==> config.mk <==
export PLATFORM = sky130hd
export DESIGN_NAME = sync_serial_xcvr
export DESIGN_NICKNAME = d
export VERILOG_FILES = /design/src/rtl/sss_pkg.sv /design/src/rtl/sss_master_clkgen.sv /design/src/rtl/sss_slave_sync.sv /design/src/rtl/sss_shift_core.sv /design/src/rtl/sync_serial_xcvr.sv
export SDC_FILE = /design/constraint.sdc
export NUM_CORES = 1
export LEC_CHECK = 0
export BUFFER_PORTS_ARGS = -buffer_cell sky130_fd_sc_hd__buf_4
export CAP_MARGIN = 20
export CORE_ASPECT_RATIO = 1.5
export CORE_MARGIN = 1.5
export CORE_UTILIZATION = 42
export CTS_CLUSTER_SIZE = 28
export DETAILED_ROUTE_END_ITERATION = 7
export SYNTH_ARGS = -nofsm -noshare
export SYNTH_HDL_FRONTEND = slang
export SYNTH_SLANG_ARGS = --single-unit
==> constraint.sdc <==
create_clock -name clk -period 3.7 [get_ports clk]
set_clock_uncertainty 0.1 [all_clocks]
set_input_delay 0.555 -clock clk [delete_from_list [all_inputs] [get_ports clk]]
set_output_delay 0.555 -clock clk [all_outputs]
set_load 0.02 [all_outputs]
==> src/rtl/sss_pkg.sv <==
package sss_pkg;

   typedef enum logic {
      SSS_SLAVE  = 1'b0,
      SSS_MASTER = 1'b1
   } sss_mode_e;

   // One-cycle strobes marking serial clock edges in the system clock domain.
   typedef struct packed {
      logic launch;   // edge leaving the resting level
      logic sample;   // edge returning to the resting level
   } sss_evt_t;

endpackage

==> src/rtl/sss_master_clkgen.sv <==
module sss_master_clkgen
   import sss_pkg::*;
#(
   parameter int DIV_W = 8
) (
   input  logic             clk,
   input  logic             rst_n,
   input  logic             run,
   input  logic [DIV_W-1:0] half_div,
   input  logic             pol,
   output sss_evt_t         evt,
   output logic             sck_level
);

   logic [DIV_W-1:0] cnt;
   logic [DIV_W-1:0] half_eff;
   logic             phase;   // 1 while away from the resting level
   logic             tick;

   assign half_eff = (half_div == '0) ? {{(DIV_W-1){1'b0}}, 1'b1} : half_div;
   assign tick     = run && (cnt == half_eff - 1'b1);

   always_ff @(posedge clk or negedge rst_n) begin
      if (!rst_n) begin
         cnt   <= '0;
         phase <= 1'b0;
      end else if (!run) begin
         cnt   <= '0;
         phase <= 1'b0;
      end else if (tick) begin
         cnt   <= '0;
         phase <= ~phase;
      end else begin
         cnt   <= cnt + 1'b1;
      end
   end

   assign evt.launch = tick && !phase;
   assign evt.sample = tick &&  phase;
   assign sck_level  = pol ? ~phase : phase;

endmodule

==> src/rtl/sss_slave_sync.sv <==
module sss_slave_sync
   import sss_pkg::*;
#(
   parameter int STAGES = 2
) (
   input  logic     clk,
   input  logic     rst_n,
   input  logic     sck_in,
   input  logic     rxd_in,
   input  logic     pol,
   output sss_evt_t evt,
   output logic     rxd_out
);

   logic [STAGES-1:0] sck_sh;
   logic [STAGES-1:0] rxd_sh;
   logic              sck_prev;
   logic              rise;
   logic              fall;

   // Data follows the same number of stages as the clock so both stay aligned.
   always_ff @(posedge clk or negedge rst_n) begin
      if (!rst_n) begin
         sck_sh   <= '0;
         rxd_sh   <= '0;
         sck_prev <= 1'b0;
      end else begin
         sck_sh   <= {sck_sh[STAGES-2:0], sck_in};
         rxd_sh   <= {rxd_sh[STAGES-2:0], rxd_in};
         sck_prev <= sck_sh[STAGES-1];
      end
   end

   assign rise       =  sck_sh[STAGES-1] & ~sck_prev;
   assign fall       = ~sck_sh[STAGES-1] &  sck_prev;
   assign evt.launch = pol ? fall : rise;
   assign evt.sample = pol ? rise : fall;
   assign rxd_out    = rxd_sh[STAGES-1];

endmodule

==> src/rtl/sss_shift_core.sv <==
module sss_shift_core
   import sss_pkg::*;
#(
   parameter int DATA_W = 8
) (
   input  logic              clk,
   input  logic              rst_n,
   input  logic              start_take,
   input  logic [DATA_W-1:0] tx_byte,
   input  sss_evt_t          evt,
   input  logic              rxd_bit,
   output logic              busy,
   output logic              done,
   output logic [DATA_W-1:0] rx_byte,
   output logic              txd
);

   localparam int                CNT_W = (DATA_W > 2) ? $clog2(DATA_W) : 1;
   localparam logic [CNT_W-1:0]  LAST  = CNT_W'(DATA_W - 1);

   logic [DATA_W-1:0] tx_sh;
   logic [DATA_W-1:0] rx_sh;
   logic [DATA_W-1:0] rx_next;
   logic [CNT_W-1:0]  bit_cnt;

   assign rx_next = {rx_sh[DATA_W-2:0], rxd_bit};

   always_ff @(posedge clk or negedge rst_n) begin
      if (!rst_n) begin
         tx_sh   <= '0;
         rx_sh   <= '0;
         rx_byte <= '0;
         bit_cnt <= '0;
         busy    <= 1'b0;
         done    <= 1'b0;
         txd     <= 1'b0;
      end else begin
         done <= 1'b0;
         if (start_take) begin
            tx_sh   <= tx_byte;
            bit_cnt <= '0;
            busy    <= 1'b1;
         end else if (busy) begin
            if (evt.launch) begin
               txd   <= tx_sh[DATA_W-1];
               tx_sh <= {tx_sh[DATA_W-2:0], 1'b0};
            end
            if (evt.sample) begin
               rx_sh <= rx_next;
               if (bit_cnt == LAST) begin
                  busy    <= 1'b0;
                  done    <= 1'b1;
                  rx_byte <= rx_next;
               end else begin
                  bit_cnt <= bit_cnt + 1'b1;
               end
            end
         end
      end
   end

endmodule

==> src/rtl/sync_serial_xcvr.sv <==
module sync_serial_xcvr
   import sss_pkg::*;
#(
   parameter int DATA_W      = 8,
   parameter int DIV_W       = 8,
   parameter int SYNC_STAGES = 2,
   parameter bit SLAVE_EN    = 1'b1
) (
   input  logic              clk,
   input  logic              rst_n,
   input  logic              cfg_master,
   input  logic              cfg_pol,
   input  logic [DIV_W-1:0]  cfg_half_div,
   input  logic              start,
   input  logic [DATA_W-1:0] tx_byte,
   output logic              busy,
   output logic              done,
   output logic [DATA_W-1:0] rx_byte,
   input  logic              sck_in,
   output logic              sck_out,
   output logic              sck_oe,
   output logic              txd,
   input  logic              rxd
);

   if (DATA_W < 2) begin : g_bad_data_w
      $error("sync_serial_xcvr: DATA_W must be at least 2");
   end
   if (DIV_W < 1) begin : g_bad_div_w
      $error("sync_serial_xcvr: DIV_W must be at least 1");
   end
   if (SYNC_STAGES < 2) begin : g_bad_sync
      $error("sync_serial_xcvr: SYNC_STAGES must be at least 2");
   end

   sss_mode_e        mode_q;
   logic             pol_q;
   logic [DIV_W-1:0] div_q;
   logic             start_take;
   sss_evt_t         m_evt;
   sss_evt_t         s_evt;
   sss_evt_t         evt;
   logic             m_level;
   logic             s_rxd;
   logic             rxd_bit;
   logic             is_master;

   assign start_take = start && !busy;
   assign is_master  = (mode_q == SSS_MASTER);

   always_ff @(posedge clk or negedge rst_n) begin
      if (!rst_n) begin
         mode_q <= SSS_SLAVE;
         pol_q  <= 1'b1;
         div_q  <= '0;
      end else if (start_take) begin
         mode_q <= (SLAVE_EN && !cfg_master) ? SSS_SLAVE : SSS_MASTER;
         pol_q  <= cfg_pol;
         div_q  <= cfg_half_div;
      end
   end

   sss_master_clkgen #(.DIV_W(DIV_W)) u_clkgen (
      .clk       (clk),
      .rst_n     (rst_n),
      .run       (busy && is_master),
      .half_div  (div_q),
      .pol       (pol_q),
      .evt       (m_evt),
      .sck_level (m_level)
   );

   if (SLAVE_EN) begin : g_slave
      sss_slave_sync #(.STAGES(SYNC_STAGES)) u_sync (
         .clk     (clk),
         .rst_n   (rst_n),
         .sck_in  (sck_in),
         .rxd_in  (rxd),
         .pol     (pol_q),
         .evt     (s_evt),
         .rxd_out (s_rxd)
      );
   end else begin : g_no_slave
      assign s_evt = '0;
      assign s_rxd = 1'b0;
   end

   assign evt     = is_master ? m_evt : s_evt;
   assign rxd_bit = is_master ? rxd   : s_rxd;

   sss_shift_core #(.DATA_W(DATA_W)) u_core (
      .clk        (clk),
      .rst_n      (rst_n),
      .start_take (start_take),
      .tx_byte    (tx_byte),
      .evt        (evt),
      .rxd_bit    (rxd_bit),
      .busy       (busy),
      .done       (done),
      .rx_byte    (rx_byte),
      .txd        (txd)
   );

   assign sck_out = is_master ? m_level : pol_q;
   assign sck_oe  = is_master;

endmodule

---- After elaboration in Yosys (flattened, before gate mapping) ----
Index checks and enable logic that the tools add are counted.
word-level totals
  flip-flop bits (word level) ............. 53
  bits of input ports ..................... 23
  output and inout port bits .............. 13
  word-level logic and storage cells ...... 71
operators by class
  $add $sub $neg .......................... 3
  eq/ne operators ......................... 4
  muxes and demuxes ....................... 27
  bitwise operators ....................... 6
  reductions and logical operators ........ 16
operator list
  kind                   number
  $mux W8                6
  $mux W1                16
  $mux W3                4
  $reduce_and A3 Y1      3
  $add A8 B1 Y8 const B  1
  $eq A8 B8 Y1           1
  $logic_not A8 Y1       1
  $sub A8 B1 Y8 const B  1
  $reduce_bool A2 Y1     3
  $logic_and A1 B1 Y1    5
  $ne A2 B2 Y1 const B   2
  $not A1 Y1             4
  $reduce_and A4 Y1      1
  $add A3 B1 Y3 const B  1
  $eq A3 B3 Y1 const B   1
  $and A1 B1 Y1          2
  $logic_not A1 Y1       2
  $mux W2                1
  $reduce_and A2 Y1      1

---- Depth between registers and ports, before layout ----
Gate-level depths: netlist of the first run.
  depth in word-level cells ............... 10
  depth in mapped cells ................... 11
  depth with buffers taken out ............ 9

---- Hierarchy ----
A second synthesis of the first run with hierarchy kept.
unflattened totals
  cells, all modules ...................... 212
  area, all modules ....................... 2698.8 um^2
modules (own cells, without submodules)
  module             instances  cells each  area each (um^2)  seq. area each (um^2)
  sss_shift_core     1          101         1322.5            725.7
  sss_master_clkgen  1          75          733.2             225.2
  sync_serial_xcvr   1          27          484.2             251.5
  sss_slave_sync     1          9           158.9             125.1

---- Worst setup path after synthesis of the first run ----
OpenSTA, ideal clock, no wires.
  kind .................................... reg2reg
  start ................................... reg div_q[2]
  end ..................................... reg u_core.txd
  arrival ................................. 2.841 ns
  required time ........................... 3.475 ns
  path slack .............................. 0.634 ns
  cell stages (with the launch flop) ...... 12
  path buffers ............................ 2
  cell sequence ........................... dfrtp_1 -> buf_6 -> nor4_1 -> a21oi_1 -> ha_1 -> nor2b_1 -> or3_1 -> a31oi_1 -> and3_1 -> clkbuf_1 -> a21o_1 -> mux2_2
on the way
  longest elaborated chain between the ends .. 8
ends and longest elaborated chain
  element                               line                     RTL
  start: declaration                    sync_serial_xcvr.sv:38   logic [DIV_W-1:0] div_q;
  start signal: assignment              sync_serial_xcvr.sv:59   div_q <= cfg_half_div;
  $logic_not A8 Y1                      sss_master_clkgen.sv:20  assign half_eff = (half_div == '0) ? {{(DIV_W-1){1'b0}}, 1'b1} : half_div;
  $mux W8 *                             sss_master_clkgen.sv:20
  $sub A8 B1 Y8 *                       sss_master_clkgen.sv:21  assign tick = run && (cnt == half_eff - 1'b1);
  $eq A8 B8 Y1 *                        sss_master_clkgen.sv:21
  $logic_and A1 B1 Y1 *                 sss_master_clkgen.sv:21
  $logic_and A1 B1 Y1 *                 sss_master_clkgen.sv:38  assign evt.launch = tick && !phase;
  $mux W2 *                             sync_serial_xcvr.sv:88   assign evt = is_master ? m_evt : s_evt;
  $reduce_and A3 Y1 (no source line) *  -
  end signal: assignment                sss_shift_core.sv:45     txd <= tx_sh[DATA_W-1];
  end: declaration                      sss_shift_core.sv:15     output logic txd
Mark *: on every way between the ends. The rest lies on a longest branch, timed or not.
A chain may end at the register's enable or synchronous reset.

---- Worst setup path in the final report of the first run ----
  start ................................... reg div_q[4]
  end ..................................... reg u_core.rx_sh[6]
on the way
  longest elaborated chain between the ends .. 8
ends and longest elaborated chain
  element                               line                     RTL
  $logic_not A8 Y1                      sss_master_clkgen.sv:20
  $mux W8 *                             sss_master_clkgen.sv:20
  $sub A8 B1 Y8 *                       sss_master_clkgen.sv:21
  $eq A8 B8 Y1 *                        sss_master_clkgen.sv:21
  $logic_and A1 B1 Y1 *                 sss_master_clkgen.sv:21
  $logic_and A1 B1 Y1 *                 sss_master_clkgen.sv:39  assign evt.sample = tick && phase;
  $mux W2 *                             sync_serial_xcvr.sv:88
  $reduce_and A3 Y1 (no source line) *  -
  end signal: assignment                sss_shift_core.sv:49     rx_sh <= rx_next;
  end: declaration                      sss_shift_core.sv:22     logic [DATA_W-1:0] rx_sh;
Marked as above.

==> summary.txt, run 1 <==
Outcome
  • Status: completed

Setup path
  • Crit path capture type: register
  • R2R Setup Slk: 370 ps
  • Crit path depth: 9
  • Critical Path Max Stage Delay: 440 ps
  • Setup CP Type: register to register
  • CP Launch Type: register
  • Crit path cell chain: nor4_1 > a21oi_1 > ha_1 > nor2b_1 > or3_1 > a31oi_1 > nand4b_4 > o21ai_2 > mux2_2
  • Crit path max-delay family: simple AND/OR/NAND/NOR gates
  • Crit-path max FO: 8
  • Worst EP required: 3800 ps
  • Data arrival time of the critical path: 3430 ps
  • Reg2Reg Launch Point: div_q[4]$_DFFE_PN0P_
  • Reg2reg end: u_core.rx_sh[6]$_DFFE_PN0P_
  • R2R depth: 9
  • CP max-delay cell: dfrtp_1
  • Worst Path Buf+Inv: 0

Synth
  • Ys Warns: 0
  • Post-synth EDFFs: 0
  • Post-synth cell types: 44
  • Syn nets: 303
  • Sequential area share after synthesis: 48.6%
  • Mapped cell area: 2730 um^2
  • Synth Instances: 276
  • Synth Area per Inst: 9.91 um^2
  • Ys flop type: dfrtp_1
  • Async SR Flop Fraction: 100%
  • Synth Register Bits: 53

CTS
  • Postcts setup bufs: 0
  • H-tree Lvls: 2
  • CTS tree: built
  • Post-cts resize count: 0
  • Skew-Pair Late Insertion Delay: 300 ps
  • Clock Sink Count: 53
  • Clk slew on worst S/H paths: 100 ps
  • Root Buffer: clkbuf_8
  • CTS Buffer Depth: 2
  • Total CTS buffers: 5
  • Hold Buf Count CTS: 0

STA
  • Least-Margin Pin Slew: 863 ps
  • RSZ-0062 raised after global routing: false
  • Final Cycle Share: 90.1%
  • Slew headroom: 42.5%
  • Total negative setup slack: 0 ps
  • Final setup fails: 0
  • Fin. max-slew vios: 0
  • Fmax: 300 MHz
  • Tmin final: 3330 ps
  • Final hold violations: 0
  • Setup WS post-layout: 366 ps

Floorplanning
  • Die H: 102 um
  • Die area: 7010 um^2
  • Core Area: 6220 um^2
  • DIE WIDTH: 68.9 um
  • Top Ports: 36
  • Initial Util: 44.0%
  • Core Rows: 35

Cells and area
  • Ratio of cells with drive above 1 in the final layout: 22.0%
  • Synthesis-to-finish area growth: 15.1%
  • Nets@finish: 335
  • Antenna cells: 0
  • Layout Utilization: 50.6%
  • Fillcell total: 613
  • Area of the multi-input gates: 1330 um^2
  • Seq. cell area: 1330 um^2

Routing
  • Wirelength per Cell: 14.9 um
  • Final WL: 5.71 mm
  • Drt drc: 0
  • Vias: 2089
  • Antenna viol nets, final: 0
  • Detailed Routing Iterations Pass 1: 4
  • Initial DRC count: 152
  • Vias per cell: 5.45

Global routing
  • First-pass GRT wire length: 9.68 mm
  • Vias in the first global route: 2063
  • Initial antenna violation count: 0
  • Largest net degree at the start of global routing: 54
  • Gr ovfl total: 0
  • GR Util All Layers: 18.1%

Pwr
  • Pwr per Cell Area: 766 nW/um^2
  • Maximum VDD drop: 0.000428 V
  • Leakage: 1.44 nW

Place
  • Port bufs: 35
  • Dpl ws: 379 ps
  • Post-detail-place hpwl: 4.00 mm
  • GPL Wtd Cong: 0.840

Run
  • Maxcap violations: 0

Hold path
  • Hold crit path type: input pin to async pin
cells in the mapped netlist, drive strengths merged, types with 2 or more instances:
cell type	instances	share of area [%]
inv	6	0.82
a32oi	2	0.64
nand3	27	4.9
xor2	8	2.6
a21oi	5	0.92
nor4	2	0.46
nand2b	3	0.69
nor3	5	1.1
a211oi	2	0.55
or2	2	0.46
and3b	3	0.96
o21ai	13	2.5
a22oi	7	1.9
mux2	14	5.8
xnor2	7	2.2
and2	7	1.6
nor3b	3	0.82
nor2b	10	2.3
nor2	17	2.3
and4b	2	0.73
ha	4	1.8
and3	5	1.1
nand2	37	5.1
dfrtp	52	48
o2111ai	2	0.64
or3	3	0.69
clkbuf	11	1.5
o31ai	2	0.55
a31oi	2	0.46
cell families (layout without fill, tap and decap cells):
family	after synthesis	count (layout)	share of synthesized area, %
compound gates	42	42	11.1
xor+xnor	15	15	4.81
fa+ha+maj	4	4	1.83
buf+inv	18	51	2.75
flops	53	53	48.6
mux	14	14	5.77
simple gates	130	130	25.2
layout by cell type (no fill, tap or decap), types with 7 or more instances in the layout:
cell type / synthesis / final
xnor2_1: 7 / 7
xor2_1: 8 / 8
and2_1: 7 / 7
mux2_2: 14 / 14
o21ai_0: 12 / 12
nor2_1: 17 / 17
buf_4: 0 / 37
dfrtp_1: 52 / 52
nand3_1: 27 / 27
a22oi_1: 7 / 7
nor2b_1: 10 / 10
nand2_1: 37 / 37
stage by stage:
stage | hold WS [ps] | cell area, um^2 | power [W] | std cells
floorplan | 159 | 2730 | 0.00177 | 276
global placement | 233 | 3050 | 0.00207 | 375
detailed placement | 236 | 3050 | 0.00208 | 375
CTS | 187 | 3150 | 0.00244 | 383
global route | 216 | 3150 | 0.00260 | 383
finish | 170 | 3150 | 0.00241 | 383
layout make-up:
class / instances / area share [%]
Clock inverter: 3 / 0.835
Multi-Input combinational cell: 205 / 42.3
Timing Repair Buffer: 37 / 8.83
Sequential cell: 53 / 42.2
Tap cell: 74 / 2.94
Inverter: 6 / 0.716
Clock buffer: 5 / 2.19
layer usage:
metal | global-route usage, % | share of wire, % | wire, um
met1 | 23.1 | 45 | 2570
met2 | 31.1 | 50 | 2880
met3 | 2.75 | 3.2 | 183
met4 | 6.03 | 1.5 | 84
met5 | 0 | 0 | 0
how the worst max path moves through the flow:
| stage | end | start | slack (ps) |
|---|---|---|---|
| floorplan | u_core.txd$_DFFE_PN0P_ | div_q[2]$_DFFE_PN0P_ | 630 |
| global placement | u_core.rx_sh[4]$_DFFE_PN0P_ | div_q[4]$_DFFE_PN0P_ | 430 |
| detailed placement | u_core.rx_sh[2]$_DFFE_PN0P_ | div_q[2]$_DFFE_PN0P_ | 380 |
| CTS | u_core.rx_sh[2]$_DFFE_PN0P_ | div_q[2]$_DFFE_PN0P_ | 340 |
| global route | u_core.rx_sh[2]$_DFFE_PN0P_ | div_q[2]$_DFFE_PN0P_ | 150 |
| finish | u_core.rx_sh[6]$_DFFE_PN0P_ | div_q[4]$_DFFE_PN0P_ | 370 |
report_power, final:
part	total [W]	internal (W)	leakage, nW	switching [W]
Sequential	0.000983	0.000786	0.662	0.000197
Combinational	0.00108	0.000491	0.731	0.000592
Clock	0.000345	0.000141	0.0495	0.000204
Total	0.00241	0.00142	1.44	0.000992
worst register-to-register path, delay by kind of cell (launching register included):
kind	cells	cell delay (ps)
simple gates	4	1130
compound gates	3	910
flops	1	440
mux	1	380
fa+ha+maj	1	270
flip-flops by register name, summed over array words and instances, names as in the netlist, 2 cells and up:
name,flops
u_core.tx_sh,8
g_slave.u_sync.rxd_sh,2
u_clkgen.cnt,8
g_slave.u_sync.sck_sh,2
u_core.bit_cnt,3
u_core.rx_byte,8
u_core.rx_sh,7
div_q,8
No activity file was read; power rests on OpenSTA's default activity.
==> run 2: changes to the inputs <==
--- a/config.mk
+++ b/config.mk
@@ -8,7 +8,7 @@
 export BUFFER_PORTS_ARGS = -buffer_cell sky130_fd_sc_hd__buf_4
 export CAP_MARGIN = 20
 export CORE_ASPECT_RATIO = 1.5
-export CORE_MARGIN = 1.5
+export CORE_MARGIN = 4
 export CORE_UTILIZATION = 42
 export CTS_CLUSTER_SIZE = 28
 export DETAILED_ROUTE_END_ITERATION = 7
==> constraint.sdc (replaced) <==
create_clock -name clk -period 3.45 [get_ports clk]
set_clock_uncertainty 0.1 [all_clocks]
set_input_delay 0.5175 -clock clk [delete_from_list [all_inputs] [get_ports clk]]
set_output_delay 0.5175 -clock clk [all_outputs]
set_load 0.02 [all_outputs]
==> run 2 against run 1 <==
Net effect: fmax rose by 4.1%; register-to-register slack got worse by 120 ps; utilization rose by 0.60 points; routed wire length rose by 5.2%; combinational power rose by 12%; sequential power rose by 7%; sequential cell count did not move; total power rose by 9.2%; first-iteration DRC count rose by 5.3%; die area rose by 13%.
==> summary.txt, run 2 (same netlist as run 1, synthesis figures left out) <==
Cells and area
  • Non-filler cells, final: 387 (+1.0%)
  • Antenna cells: 0 (unchanged)
  • Most common cell after layout, fill and taps aside: dfrtp_1
  • Seq. cell area: 1330 um^2 (unchanged)
  • Area of the multi-input gates: 1340 um^2 (+0.47%)
  • Fillcell total: 597 (-2.6%)
  • Most frequent cells in the layout: dfrtp_1 (52), buf_4 (41), nand2_1 (37), nand3_1 (27), nor2_1 (17)
  • Synthesis-to-finish area growth: 16.5%
  • Final Cell Area: 3180 um^2 (+1.2%)
  • Nets@finish: 339 (+1.2%)
  • Ratio of cells with drive above 1 in the final layout: 23.3% (+1.3 points)

Global routing
  • Initial antenna violation count: 0 (unchanged)
  • Largest net degree at the start of global routing: 54 (unchanged)
  • Gr ovfl total: 0 (unchanged)
  • First-pass GRT wire length: 10.2 mm (+5.3%)
  • GR Util All Layers: 16.4% (-1.7 points)
  • Vias in the first global route: 2085 (+1.1%)
  • Met2 Usage GRT: 27.9% (-3.2 points)
  • Top Usage Layer GRT: met2
  • Grt met1 use: 21.3% (-1.7 points)
  • Met3 GRT Util: 3.00% (+0.25 points)

CTS
  • Skew-Pair Late Insertion Delay: 310 ps (about the same)
  • Postcts setup bufs: 0 (unchanged)
  • CTS Buffer Depth: 2 (unchanged)
  • Clk slew on worst S/H paths: 110 ps (about the same)
  • Post-cts resize count: 0 (unchanged)
  • CTS tree: built
  • Clock Sink Count: 53 (unchanged)
  • H-tree Lvls: 2 (unchanged)
  • Root Buffer: clkbuf_8
  • Hold Buf Count CTS: 0 (unchanged)
  • Total CTS buffers: 5 (unchanged)

STA
  • Final setup fails: 0 (unchanged)
  • RSZ-0062 raised after global routing: false
  • Final Cycle Share: 92.8% (+2.7 points)
  • Slew headroom: 42.3% (-0.19 points)
  • Total negative setup slack: 0 ps (unchanged)
  • Final hold violations: 0 (unchanged)
  • Tmin final: 3200 ps (-131 ps)
  • Fmax: 312 MHz (+4.1%)
  • Least-Margin Pin Slew: 866 ps (+2.90 ps)
  • Fin. max-slew vios: 0 (unchanged)

Floorplanning
  • DIE WIDTH: 73.9 um (+7.3%)
  • Die area: 7890 um^2 (+13%)
  • Core Area: 6220 um^2 (unchanged)
  • Die H: 107 um (+4.9%)
  • Top Ports: 36 (unchanged)
  • Core Rows: 35 (unchanged)
  • Initial Util: 44.0% (unchanged)

Setup path
  • Reg2Reg Launch Point: div_q[4]$_DFFE_PN0P_
  • Worst EP required: 3540 ps (-260 ps)
  • R2R Setup Slk: 250 ps (-120 ps)
  • Data arrival time of the critical path: 3300 ps (-130 ps)
  • Crit path max-delay family: simple AND/OR/NAND/NOR gates
  • CP Launch Type: register
  • Crit-path max FO: 6 (-2)
  • Reg2reg end: u_core.rx_sh[5]$_DFFE_PN0P_
  • Setup CP Type: register to register
  • Crit path cell chain: nor4_1 > a21oi_1 > ha_1 > nor2b_1 > or3_1 > a31oi_2 > nand4b_4 > o21ai_2 > mux2_2
  • CP max-delay cell: dfrtp_1
  • Crit path capture type: register
  • Critical Path Max Stage Delay: 440 ps (about the same)
  • Crit path from: div_q[4]$_DFFE_PN0P_
  • Worst Path Buf+Inv: 0 (unchanged)
  • R2R depth: 9 (unchanged)

Routing
  • Vias: 2106 (+0.81%)
  • Drt drc: 0 (unchanged)
  • Detailed Routing Iterations Pass 1: 4 (unchanged)
  • Wirelength per Cell: 15.5 um (+4.1%)
  • Initial DRC count: 160 (+5.3%)
  • Vias per cell: 5.44 (-0.23%)
  • Final WL: 6.01 mm (+5.2%)
  • Antenna viol nets, final: 0 (unchanged)

Pwr
  • Pwr per Cell Area: 827 nW/um^2 (+7.9%)
  • Overall Power: 0.00263 W (+9.2%)
  • Leakage: 1.46 nW (+1.5%)
  • Maximum VDD drop: 0.000513 V (+20%)

Place
  • Cell Area, Placed: 3080 um^2 (+0.98%)
  • Port bufs: 35 (unchanged)
  • GPL Wtd Cong: 0.861 (+2.5%)
  • Post-detail-place hpwl: 4.26 mm (+6.4%)
  • Placed insts: 379 (+1.1%)

Outcome
  • Status: completed

Hold path
  • Hold crit path type: input pin to async pin

Run
  • Maxcap violations: 0 (unchanged)
## run 2: cell types whose count changed in the layout (fill, tap and decap cells not counted), sizes merged
| cell | previous run | this run |
|---|---|---|
| clkbuf | 5 | 6 |
| buf | 37 | 41 |
| clkinv | 0 | 2 |
| inv | 9 | 6 |
## run 2: worst max-delay path by stage
stage,endpoint,slack [ps],cells past startpoint
after floorplan,u_core.txd$_DFFE_PN0P_,380,11
after global routing,u_core.rx_sh[4]$_DFFE_PN0P_,50,9
final,u_core.rx_sh[5]$_DFFE_PN0P_,250,9
after detailed placement,u_core.rx_sh[5]$_DFFE_PN0P_,180,9
after global placement,u_core.rx_sh[4]$_DFFE_PN0P_,240,9
after CTS,u_core.rx_sh[5]$_DFFE_PN0P_,140,9
## run 2: layout make-up
cell class / instances / share of cell area (%)
inverter: 6 / 0.707
tap: 74 / 2.91
sequential: 53 / 41.7
timing repair buffer: 41 / 9.67
clock buffer: 6 / 2.59
clock inverter: 2 / 0.432
multi-input combinational: 205 / 42.0
## run 2: where the power goes
group / leakage (nW) / internal, W / switching [W]
Clock: 0.0512 / 0.000163 / 0.000210
Sequential: 0.662 / 0.000844 / 0.000201
Combinational: 0.751 / 0.000556 / 0.000659
## run 2: layer usage
metal | share of wire [%] | vias to the layer above | routed length, um
li1 | - | 1040 | -
met1 | 43 | 1021 | 2560
met2 | 53 | 42 | 3170
met3 | 4.4 | 3 | 264
met4 | 0.25 | 0 | 15
met5 | 0 | - | 0
## run 2: metrics by stage
step                      setup slack [ps]  util (%)  hold slack [ps]
after global placement                 239      49.6              235
after global routing                  53.7      51.2              182
after floorplan                        384         -              122
after detailed placement               183      49.6              239
after CTS                              139      51.1              159
final                                  247      51.2              132
==> run 3: changes to the inputs <==
==> constraint.sdc (replaced) <==
create_clock -name clk -period 3.45 [get_ports clk]
set_clock_uncertainty 0.1 [all_clocks]
set_input_delay 0.69 -clock clk [delete_from_list [all_inputs] [get_ports clk]]
set_output_delay 0.69 -clock clk [all_outputs]
set_load 0.02 [all_outputs]
==> run 3 against run 2 <==
Net effect: sequential share of layout area fell by 0.20 points; die area unchanged; sequential cell count unchanged; fmax down 0.70%; global-route usage barely moved; utilization is 0.24 points higher; clock-buffer cell count down 1; final area grew 0.47%; total power is 2.0% higher; via count decreased by 0.28%; critical endpoint is now u_core.rx_sh[3]$_DFFE_PN0P_; highest routed layer unchanged.
==> summary.txt, run 3 (same netlist as run 1, synthesis figures left out) <==
Floorplanning
  • Top Ports: 36 (unchanged)
  • DIE WIDTH: 73.9 um (unchanged)
  • Core Area: 6220 um^2 (unchanged)
  • Die area: 7890 um^2 (unchanged)
  • Core Rows: 35 (unchanged)
  • Initial Util: 44.0% (unchanged)
  • Die H: 107 um (unchanged)

Routing
  • Top Layer Used: met4
  • DR WL met2: 3.20 mm (+0.79%)
  • Wirelength per Cell: 15.8 um (+1.9%)
  • Vias: 2100 (-0.28%)
  • Met1 Wirelength: 2.58 mm (+0.74%)
  • Routed wl met3: 287 um (+8.7%)
  • Initial DRC count: 148 (-7.5%)
  • Drt drc: 0 (unchanged)
  • Vias per cell: 5.43 (-0.28%)
  • Antenna viol nets, final: 0 (unchanged)
  • Final WL: 6.12 mm (+1.9%)
  • Detailed Routing Iterations Pass 1: 4 (unchanged)

Hold path
  • Hold crit path type: register to register

Cells and area
  • Non-filler cells, final: 387 (unchanged)
  • Seq. cell area: 1330 um^2 (unchanged)
  • Synthesis-to-finish area growth: 17.0%
  • Antenna cells: 0 (unchanged)
  • Fillcell total: 622 (+4.2%)
  • Most common cell after layout, fill and taps aside: dfrtp_1
  • Area of the multi-input gates: 1340 um^2 (unchanged)
  • Ratio of cells with drive above 1 in the final layout: 23.3% (unchanged)
  • Nets@finish: 340 (+0.29%)
  • Most frequent cells in the layout: dfrtp_1 (52), buf_4 (42), nand2_1 (37), nand3_1 (27), nor2_1 (17)

CTS
  • CTS Buffer Depth: 2 (unchanged)
  • Skew-Pair Late Insertion Delay: 310 ps (about the same)
  • H-tree Lvls: 2 (unchanged)
  • Clk slew on worst S/H paths: 100 ps (about the same)
  • Hold Buf Count CTS: 0 (unchanged)
  • Clock Sink Count: 53 (unchanged)
  • Total CTS buffers: 5 (unchanged)
  • CTS tree: built
  • Post-cts resize count: 0 (unchanged)
  • Root Buffer: clkbuf_8
  • Postcts setup bufs: 0 (unchanged)

Global routing
  • Initial antenna violation count: 0 (unchanged)
  • Vias in the first global route: 2034 (-2.4%)
  • Gr ovfl total: 0 (unchanged)
  • First-pass GRT wire length: 10.1 mm (-0.75%)
  • Largest net degree at the start of global routing: 54 (unchanged)
  • GR Util All Layers: 16.4% (about the same)

Setup path
  • CP Launch Type: register
  • Reg2reg end: u_core.rx_sh[3]$_DFFE_PN0P_
  • Data arrival time of the critical path: 3320 ps (+20 ps)
  • Crit path to: u_core.rx_sh[3]$_DFFE_PN0P_
  • Reg2Reg Launch Point: div_q[4]$_DFFE_PN0P_
  • R2R depth: 9 (unchanged)
  • Crit path from: div_q[4]$_DFFE_PN0P_
  • Setup CP Type: register to register
  • Worst EP required: 3540 ps (about the same)
  • Crit path capture type: register
  • Crit-path max FO: 6 (unchanged)
  • R2R Setup Slk: 220 ps (-20 ps)

STA
  • Tmin final: 3230 ps (+22.4 ps)
  • Final setup fails: 0 (unchanged)
  • RSZ-0062 raised after global routing: false
  • Fmax: 310 MHz (-0.70%)
  • Total negative setup slack: 0 ps (unchanged)
  • Fin. max-slew vios: 0 (unchanged)
  • Final Cycle Share: 93.5% (+0.65 points)
  • Least-Margin Pin Slew: 882 ps (+16.2 ps)
  • Final hold violations: 0 (unchanged)
  • Slew headroom: 41.2% (-1.1 points)

Place
  • GPL Wtd Cong: 0.872 (+1.3%)
  • Post-detail-place hpwl: 4.29 mm (+0.79%)
  • Port bufs: 35 (unchanged)
  • Placed insts: 380 (+0.26%)

Pwr
  • Overall Power: 0.00269 W (+2.0%)
  • Leakage: 1.47 nW (+0.56%)
  • Pwr per Cell Area: 840 nW/um^2 (+1.5%)
  • Maximum VDD drop: 0.000457 V (-11%)

Outcome
  • Status: completed

Run
  • Maxcap violations: 0 (unchanged)
[run 3: routing by layer]
layer / up-vias / GRT usage (%)
li1: 1041 / -
met1: 1010 / 21.2
met2: 45 / 27.7
met3: 4 / 3.10
met4: 0 / 4.53
met5: - / 0
[run 3: layout make-up]
| type | instances | area share (%) |
|---|---|---|
| multi-input combinational | 205 | 41.8 |
| clock inverter | 2 | 1.10 |
| tap | 74 | 2.89 |
| timing repair buffer | 42 | 9.86 |
| sequential | 53 | 41.5 |
| inverter | 6 | 0.704 |
| clock buffer | 5 | 2.15 |
[run 3: worst max-delay path, cell delays in order (launching register included)]
cell and delay (ps):
dfrtp_1 430, nor4_1 430, a21oi_1 180, ha_1 280, nor2b_1 140, or3_1 350, a31oi_2 290, nand4b_4 180
o21ai_2 350, mux2_2 380
[run 3: per-stage QoR]
step	hold slack, ps	area [um^2]	setup slack (ps)	utilization, %
floorplan	231	2730	384	-
CTS	262	3190	151	51.3
detailed placement	240	3090	179	49.7
global placement	233	3090	243	49.7
finish	258	3200	225	51.4
global route	262	3200	62.1	51.4
[run 3: where the power goes]
group          total (W)  leakage, nW  switching, W  internal, W
logic            0.00122        0.756      0.000665     0.000559
registers        0.00105        0.662      0.000204     0.000844
clock network   0.000416       0.0540      0.000204     0.000211
total            0.00269         1.47       0.00107      0.00161
[run 3: how the worst min path moves through the flow]
stage | startpoint | end | cells after the start
final | g_slave.u_sync.sck_sh[0]$_DFF_PN0_ | g_slave.u_sync.sck_sh[1]$_DFF_PN0_ | 0
after global routing | g_slave.u_sync.sck_sh[0]$_DFF_PN0_ | g_slave.u_sync.sck_sh[1]$_DFF_PN0_ | 0
after CTS | g_slave.u_sync.sck_sh[0]$_DFF_PN0_ | g_slave.u_sync.sck_sh[1]$_DFF_PN0_ | 0
after detailed placement | g_slave.u_sync.sck_sh[0]$_DFF_PN0_ | g_slave.u_sync.sck_sh[1]$_DFF_PN0_ | 0
after global placement | g_slave.u_sync.rxd_sh[0]$_DFF_PN0_ | g_slave.u_sync.rxd_sh[1]$_DFF_PN0_ | 0
after floorplan | g_slave.u_sync.rxd_sh[0]$_DFF_PN0_ | g_slave.u_sync.rxd_sh[1]$_DFF_PN0_ | 0
